## config.mk

```make
export PLATFORM = sky130hd
export DESIGN_NAME = axb_beat_addr_gen
export DESIGN_NICKNAME = d
export VERILOG_FILES = /design/src/rtl/axb_pkg.sv /design/src/rtl/axb_step_calc.sv /design/src/rtl/axb_beat_ctrl.sv /design/src/rtl/axb_addr_track.sv /design/src/rtl/axb_beat_addr_gen.sv
export SDC_FILE = /design/constraint.sdc
export NUM_CORES = 1
export LEC_CHECK = 0
export BUFFER_PORTS_ARGS = -buffer_cell sky130_fd_sc_hd__buf_2
export CORE_ASPECT_RATIO = 1.25
export CORE_MARGIN = 2
export CORE_UTILIZATION = 30
export CTS_CLUSTER_DIAMETER = 60
export DETAILED_ROUTE_END_ITERATION = 7
export PLACE_DENSITY = 0.47
export SYNTH_ARGS = -nofsm -noshare
export SYNTH_HDL_FRONTEND = slang
export SYNTH_SLANG_ARGS = --single-unit
export TNS_END_PERCENT = 30
```

## constraint.sdc

```tcl
create_clock -name clk -period 3.2 [get_ports clk]
set_clock_uncertainty 0.1 [all_clocks]
set_input_delay 0.16 -clock clk [delete_from_list [all_inputs] [get_ports clk]]
set_output_delay 0.16 -clock clk [all_outputs]
set_load 0.02 [all_outputs]
```

## src/rtl/axb_pkg.sv

```systemverilog
// Shared types for the burst beat address generator.
package axb_pkg;

    // Stepping pattern code; the encoding is fixed by the bus.
    typedef enum logic [1:0] {
        BURST_HOLD = 2'b00,
        BURST_INCR = 2'b01,
        BURST_WRAP = 2'b10,
        BURST_RSVD = 2'b11
    } burst_e;

endpackage

```

## src/rtl/axb_step_calc.sv

```systemverilog
// Combinational next-address unit.
// Given the current beat address and the latched burst attributes, this unit
// returns the address of the following beat and the wrap region mask.
// Assumes: wrap lengths are powers of two and the start is size aligned
// (checked upstream); for other lengths the mask is simply span-1.
module axb_step_calc
    import axb_pkg::*;
#(
    parameter int ADDR_W = 32,
    parameter int LEN_W  = 8,
    parameter int SIZE_W = 3
) (
    input  logic [ADDR_W-1:0] cur_addr,
    input  burst_e            burst,
    input  logic [SIZE_W-1:0] size,
    input  logic [LEN_W-1:0]  len,
    output logic [ADDR_W-1:0] next_addr,
    output logic [ADDR_W-1:0] wrap_mask
);
    localparam int PAD_W = ADDR_W - LEN_W - 1;

    logic [LEN_W:0]      beats;
    logic [ADDR_W-1:0]   step;
    logic [ADDR_W-1:0]   span;
    logic [ADDR_W-1:0]   bumped;

    // Step size and wrap span derived from size and beat count.
    always_comb begin
        beats     = {1'b0, len} + (LEN_W+1)'(1);
        step      = ADDR_W'(1) << size;
        span      = {{PAD_W{1'b0}}, beats} << size;
        wrap_mask = span - ADDR_W'(1);
        bumped    = cur_addr + step;
    end

    // Pattern select for the following beat address.
    always_comb begin
        unique case (burst)
            BURST_INCR: next_addr = bumped;
            BURST_WRAP: next_addr = (cur_addr & ~wrap_mask) | (bumped & wrap_mask);
            default:    next_addr = cur_addr;
        endcase
    end

endmodule

```

## src/rtl/axb_beat_ctrl.sv

```systemverilog
// Burst sequencing control.
// Tracks idle/busy, takes a request only when idle, counts accepted beats
// and flags the final one. Returns to idle after the final beat is accepted.
// Assumes: requests are legal; no length checking is done here.
module axb_beat_ctrl #(
    parameter int LEN_W = 8
) (
    input  logic             clk,
    input  logic             rst_n,
    input  logic             req_valid,
    input  logic [LEN_W-1:0] req_len,
    input  logic             beat_ready,
    output logic             busy,
    output logic             load,
    output logic             step_en,
    output logic [LEN_W-1:0] idx,
    output logic [LEN_W-1:0] len_q,
    output logic             last
);
    logic busy_q;
    logic advance;

    // Handshake decode: take when idle, advance on an accepted beat.
    always_comb begin
        load    = req_valid && !busy_q;
        advance = busy_q && beat_ready;
        last    = busy_q && (idx == len_q);
        step_en = advance && !last;
        busy    = busy_q;
    end

    // Busy flag, beat index and latched length.
    always_ff @(posedge clk) begin
        if (!rst_n) begin
            busy_q <= 1'b0;
            idx    <= '0;
            len_q  <= '0;
        end else if (load) begin
            busy_q <= 1'b1;
            idx    <= '0;
            len_q  <= req_len;
        end else if (advance) begin
            if (last) begin
                busy_q <= 1'b0;
                idx    <= '0;
            end else begin
                idx    <= idx + LEN_W'(1);
            end
        end
    end

    assert_load_R3: assert property (@(posedge clk) disable iff (!rst_n)
        load |=> busy && idx == '0);
    assert_idx_step_R8: assert property (@(posedge clk) disable iff (!rst_n)
        step_en |=> busy && idx == $past(idx) + LEN_W'(1));
    assert_last_idle_R8: assert property (@(posedge clk) disable iff (!rst_n)
        (advance && last) |=> !busy);
    assert_hold_idx_R9: assert property (@(posedge clk) disable iff (!rst_n)
        (busy && !beat_ready) |=> busy && $stable(idx) && $stable(len_q));

endmodule

```

## src/rtl/axb_addr_track.sv

```systemverilog
// Beat address register.
// Latches the request attributes when a burst is taken, and replaces the
// address with the computed next address each time a non-final beat is
// accepted.
// Assumes: load and step_en are never high together (the control ensures it).
module axb_addr_track
    import axb_pkg::*;
#(
    parameter int ADDR_W = 32,
    parameter int LEN_W  = 8,
    parameter int SIZE_W = 3
) (
    input  logic              clk,
    input  logic              rst_n,
    input  logic              load,
    input  logic              step_en,
    input  logic              busy,
    input  logic              beat_ready,
    input  logic [ADDR_W-1:0] req_addr,
    input  logic [1:0]        req_burst,
    input  logic [SIZE_W-1:0] req_size,
    input  logic [LEN_W-1:0]  len_q,
    output logic [ADDR_W-1:0] addr_q
);
    burst_e              burst_q;
    logic [SIZE_W-1:0]   size_q;
    logic [ADDR_W-1:0]   next_addr;
    logic [ADDR_W-1:0]   wrap_mask;

    axb_step_calc #(
        .ADDR_W(ADDR_W),
        .LEN_W (LEN_W),
        .SIZE_W(SIZE_W)
    ) u_step (
        .cur_addr (addr_q),
        .burst    (burst_q),
        .size     (size_q),
        .len      (len_q),
        .next_addr(next_addr),
        .wrap_mask(wrap_mask)
    );

    // Attribute latch and address update.
    always_ff @(posedge clk) begin
        if (!rst_n) begin
            addr_q  <= '0;
            burst_q <= BURST_HOLD;
            size_q  <= '0;
        end else if (load) begin
            addr_q  <= req_addr;
            burst_q <= burst_e'(req_burst);
            size_q  <= req_size;
        end else if (step_en) begin
            addr_q  <= next_addr;
        end
    end

    assert_first_addr_R3: assert property (@(posedge clk) disable iff (!rst_n)
        load |=> addr_q == $past(req_addr));
    assert_hold_fixed_R4: assert property (@(posedge clk) disable iff (!rst_n)
        (step_en && burst_q == BURST_HOLD) |=> $stable(addr_q));
    assert_incr_step_R5: assert property (@(posedge clk) disable iff (!rst_n)
        (step_en && burst_q == BURST_INCR)
        |=> addr_q == $past(addr_q) + (ADDR_W'(1) << $past(size_q)));
    assert_wrap_region_R6: assert property (@(posedge clk) disable iff (!rst_n)
        (step_en && burst_q == BURST_WRAP)
        |=> (addr_q & ~$past(wrap_mask)) == ($past(addr_q) & ~$past(wrap_mask)));
    assert_rsvd_hold_R7: assert property (@(posedge clk) disable iff (!rst_n)
        (step_en && burst_q == BURST_RSVD) |=> $stable(addr_q));
    assert_stall_addr_R9: assert property (@(posedge clk) disable iff (!rst_n)
        (busy && !beat_ready) |=> $stable(addr_q));

endmodule

```

## src/rtl/axb_beat_addr_gen.sv

```systemverilog
// Burst beat address generator, top level.
// Takes one burst request while idle and presents the address, index and
// last flag of each beat until the final beat is accepted.
// Assumes: requests are pre-checked for legality (alignment, wrap lengths,
// page crossing).
module axb_beat_addr_gen #(
    parameter int ADDR_W = 32,
    parameter int LEN_W  = 8,
    parameter int SIZE_W = 3
) (
    input  logic              clk,
    input  logic              rst_n,
    input  logic              req_valid,
    output logic              req_ready,
    input  logic [ADDR_W-1:0] req_addr,
    input  logic [1:0]        req_burst,
    input  logic [SIZE_W-1:0] req_size,
    input  logic [LEN_W-1:0]  req_len,
    output logic              beat_valid,
    input  logic              beat_ready,
    output logic [ADDR_W-1:0] beat_addr,
    output logic [LEN_W-1:0]  beat_idx,
    output logic              beat_last
);
    logic             busy;
    logic             load;
    logic             step_en;
    logic [LEN_W-1:0] len_q;
    logic             last;

    axb_beat_ctrl #(
        .LEN_W(LEN_W)
    ) u_ctrl (
        .clk       (clk),
        .rst_n     (rst_n),
        .req_valid (req_valid),
        .req_len   (req_len),
        .beat_ready(beat_ready),
        .busy      (busy),
        .load      (load),
        .step_en   (step_en),
        .idx       (beat_idx),
        .len_q     (len_q),
        .last      (last)
    );

    axb_addr_track #(
        .ADDR_W(ADDR_W),
        .LEN_W (LEN_W),
        .SIZE_W(SIZE_W)
    ) u_addr (
        .clk       (clk),
        .rst_n     (rst_n),
        .load      (load),
        .step_en   (step_en),
        .busy      (busy),
        .beat_ready(beat_ready),
        .req_addr  (req_addr),
        .req_burst (req_burst),
        .req_size  (req_size),
        .len_q     (len_q),
        .addr_q    (beat_addr)
    );

    // Port view of the sequencing state.
    always_comb begin
        req_ready  = !busy;
        beat_valid = busy;
        beat_last  = last;
    end

    assert_busy_excl_R2: assert property (@(posedge clk) disable iff (!rst_n)
        beat_valid |-> !req_ready);
    assert_last_in_burst_R8: assert property (@(posedge clk) disable iff (!rst_n)
        beat_last |-> beat_valid);

endmodule

```

==> results.yml <==
pwr:
  p_leak_nw: 3.02
  max-vdd-ir-drop_uv: 247
  p_per_area_nw_per_um2: 314
die:
  io_pins: 92
  dieWidth_um: 117
  core-area_um2: 15600
  rows: 51
  die_y_um: 145
  dieArea_um2: 17000
  start_util: 0.307
finish:
  instances_no_fill: 1089
  n_antenna_cell: 0
  area_growth_pct: 46.6
  multi_input_area_um2: 3750
  n_fill_cell: 1631
  regArea_um2: 1100
  layout.nets: 939
  fin_area_um2: 7040
  drive_gt1_frac: 0.360
yosys:
  synth_edf_count: 0
  ys_ff_latch: 54
  synthMuxAreaShare: 0.0130
  synth_top_family_by_area: "simple AND/OR/NAND/NOR gates"
  synth_fa_ha_area_frac: 0.0380
  synth_compound_area_frac: 0.295
  ys.flop_type: "dfxtp_1"
  synth.area.top_cells: "dfxtp_1 23%, nand2_1 7.8%, a21oi_1 6.1%"
  yosysTopAreaCell: "dfxtp_1"
  syn_nets: 736
  yosys_warnings: 0
  netlist.area_leader.share: 0.225
  async_flop_share: 0
  netlist_instances: 673
  synth.distinct_cells: 83
  synth_xor_area_frac: 0.0638
  yosysSeqAreaShare: 0.225
  syn_area_per_cell_um2: 7.14
  syn_area_um2: 4800
  synthSimpleGateAreaFrac: 0.305
critical_path:
  crit_path_top_delay_cell: "dfxtp_4"
  worstSetupEndpointType: "flip-flop"
  crit_chain: "ha_4 > and3_4 > xnor2_2 > a221o_1 > nor4_4 > nand2_1 > buf_4 > buf_4 > nor4_2 > buf_4 > o21a_1 > nand2_1 > a32o_1"
  worstPathArrival_ns: 3.26
  required_ns: 3.31
  crit_path_start_kind: "flip-flop"
  worst-path-max-fanout: 6
  crit_family: "simple AND/OR/NAND/NOR gates"
  path_class: "reg2reg"
  critPathMaxStageDelay_ns: 0.37
  crit_buf_inv: 3
  critPathMostFrequentCell: "buf_4"
routing:
  viasPerCell: 5.32
  routed_wl_um: 18900
  num_vias: 5789
  first_iter_violations: 219
  post_drt_wl_per_cell_um: 17.3
  first_pass_iters: 5
  ant_nets: 0
  route.detailed.drc: 0
placed_design:
  io_buffers: 91
  gp_congestion: 0.919
  place_ws_ns: -0.264
  place_inst: 1057
  placed_area_um2: 6310
  dpl.hpwl_um: 14100
timing:
  slew_violations: 0
  worst_pin_slew_ns: 0.527
  finalSetupViolations: 0
  fin_ws_ns: 0.0580
  max_freq_mhz: 318
  slew_headroom: 0.648
  finalSetupTns_ns: 0
  hold_ws_ns: 0.0105
  post-route-period-util: 0.982
  hold_viol: 0
  grt_setup_unrepaired: "true"
  post-route-min-period_ns: 3.14
grt:
  grt_overflow: 0
  grt_max_degree: 69
  grt_pass1_wl_um: 29800
  antenna_found_initial: 0
  grt_usage: 0.220
  grt_pass1_vias: 5732
clock_network:
  cts_buffers: 5
  clock_sink_count: 54
  clk_pin_slew_ns: 0.08
  cts_tree: "yes"
  htree_num_levels: 2
  clk_path_buf_depth: 2
  clk_latency_ns: 0.32
  cts-root-buf: "clkbuf_16"
flow_run:
  drv_cap: 0
hold_path:
  hold_path.class: "in2reg"
run_status:
  status: "completed"
[worst min-delay path, delay by kind of cell]
kind,cells,cell delay [ns]
compound gates,1,0.08
simple gates,1,0.05
buf+inv,1,0.10
[layer usage]
metal  part of all wire  vias to the layer above  track usage
met3              0.030                       22       0.0271
met5                  0                        -            0
met4              0.019                        0       0.0606
li1                   -                     2877            -
met1               0.43                     2768        0.278
met2               0.52                      122        0.387
[power by group]
group,total [mW],internal (mW),switching (mW)
sequential,0.767,0.713,0.0543
clock,0.616,0.301,0.315
combinational,0.826,0.374,0.451
total,2.21,1.39,0.821
[logic make-up after synthesis]
group,Yosys count
fa+ha+maj,14
simple gates,294
buf+inv,66
xor+xnor,35
flops,54
compound gates,204
mux,6
[placed cells by master (no fill, tap or decap), drive strengths merged, types with 7 or more instances in the layout]
| cell type | netlist | routed |
|---|---|---|
| a211oi | 10 | 10 |
| a21o | 7 | 7 |
| a21oi | 60 | 60 |
| a31oi | 7 | 7 |
| and2 | 8 | 8 |
| and3 | 16 | 16 |
| and4 | 8 | 8 |
| buf | 22 | 232 |
| dfxtp | 54 | 54 |
| dlygate4sd3 | 0 | 10 |
| ha | 13 | 13 |
| inv | 18 | 19 |
| nand2 | 100 | 100 |
| nand2b | 7 | 7 |
| nand3 | 26 | 26 |
| nand4 | 10 | 10 |
| nor2 | 60 | 60 |
| nor2b | 15 | 15 |
| nor3 | 23 | 23 |
| nor4 | 7 | 7 |
| o211ai | 7 | 7 |
| o21ai | 36 | 36 |
| o31ai | 7 | 7 |
| xnor2 | 22 | 22 |
| xor2 | 13 | 13 |
[repair_timing]
action / in CTS / in global routing
pin swaps: 11 / 31
hold buffers: 10 / 0
endpoints found under the hold margin: 10 / 0
buffers inserted: 2 / 12
resized for setup: 22 / 66
setup endpoints to repair: 16 / 23
[cells in the mapped netlist, types with 8 or more instances]
cell type,number
a21oi_1,59
inv_1,18
nand3_1,25
nor3_1,23
buf_2,11
nor2_1,60
and3_1,16
nor2b_1,15
o21ai_0,34
dfxtp_1,54
xnor2_1,22
and4_1,8
ha_1,13
xor2_1,13
nand2_1,100
clkbuf_1,23
a211oi_1,9
nand4_1,8
[cell type report]
cell class | count | area share
well taps | 212 | 0.0377
flip-flops and latches | 54 | 0.156
clock inverters | 3 | 0.00409
multi-input cells | 553 | 0.534
clock buffers | 5 | 0.0178
inverters | 20 | 0.0107
repair buffers | 242 | 0.240
[worst paths after layout]
check	end	slack (ns)	start	cells after the start
worst max-delay path	flip-flop	0.06	u_ctrl.len_q[0]	13
worst min-delay path	flip-flop	0.01	req_addr[6]	3
worst max register to register	flip-flop	0.06	u_ctrl.len_q[0]	13
worst min register to register	u_addr.burst_q[0]	0.36	u_addr.burst_q[0]	2
[metrics by stage]
stage	power, mW	util
after floorplan	1.20	-
after global placement	1.53	0.404
after detailed placement	1.53	0.404
after CTS	2.17	0.426
after global routing	2.33	0.450
final	2.21	0.450
Note: power is estimated with default switching activity, not from simulation.
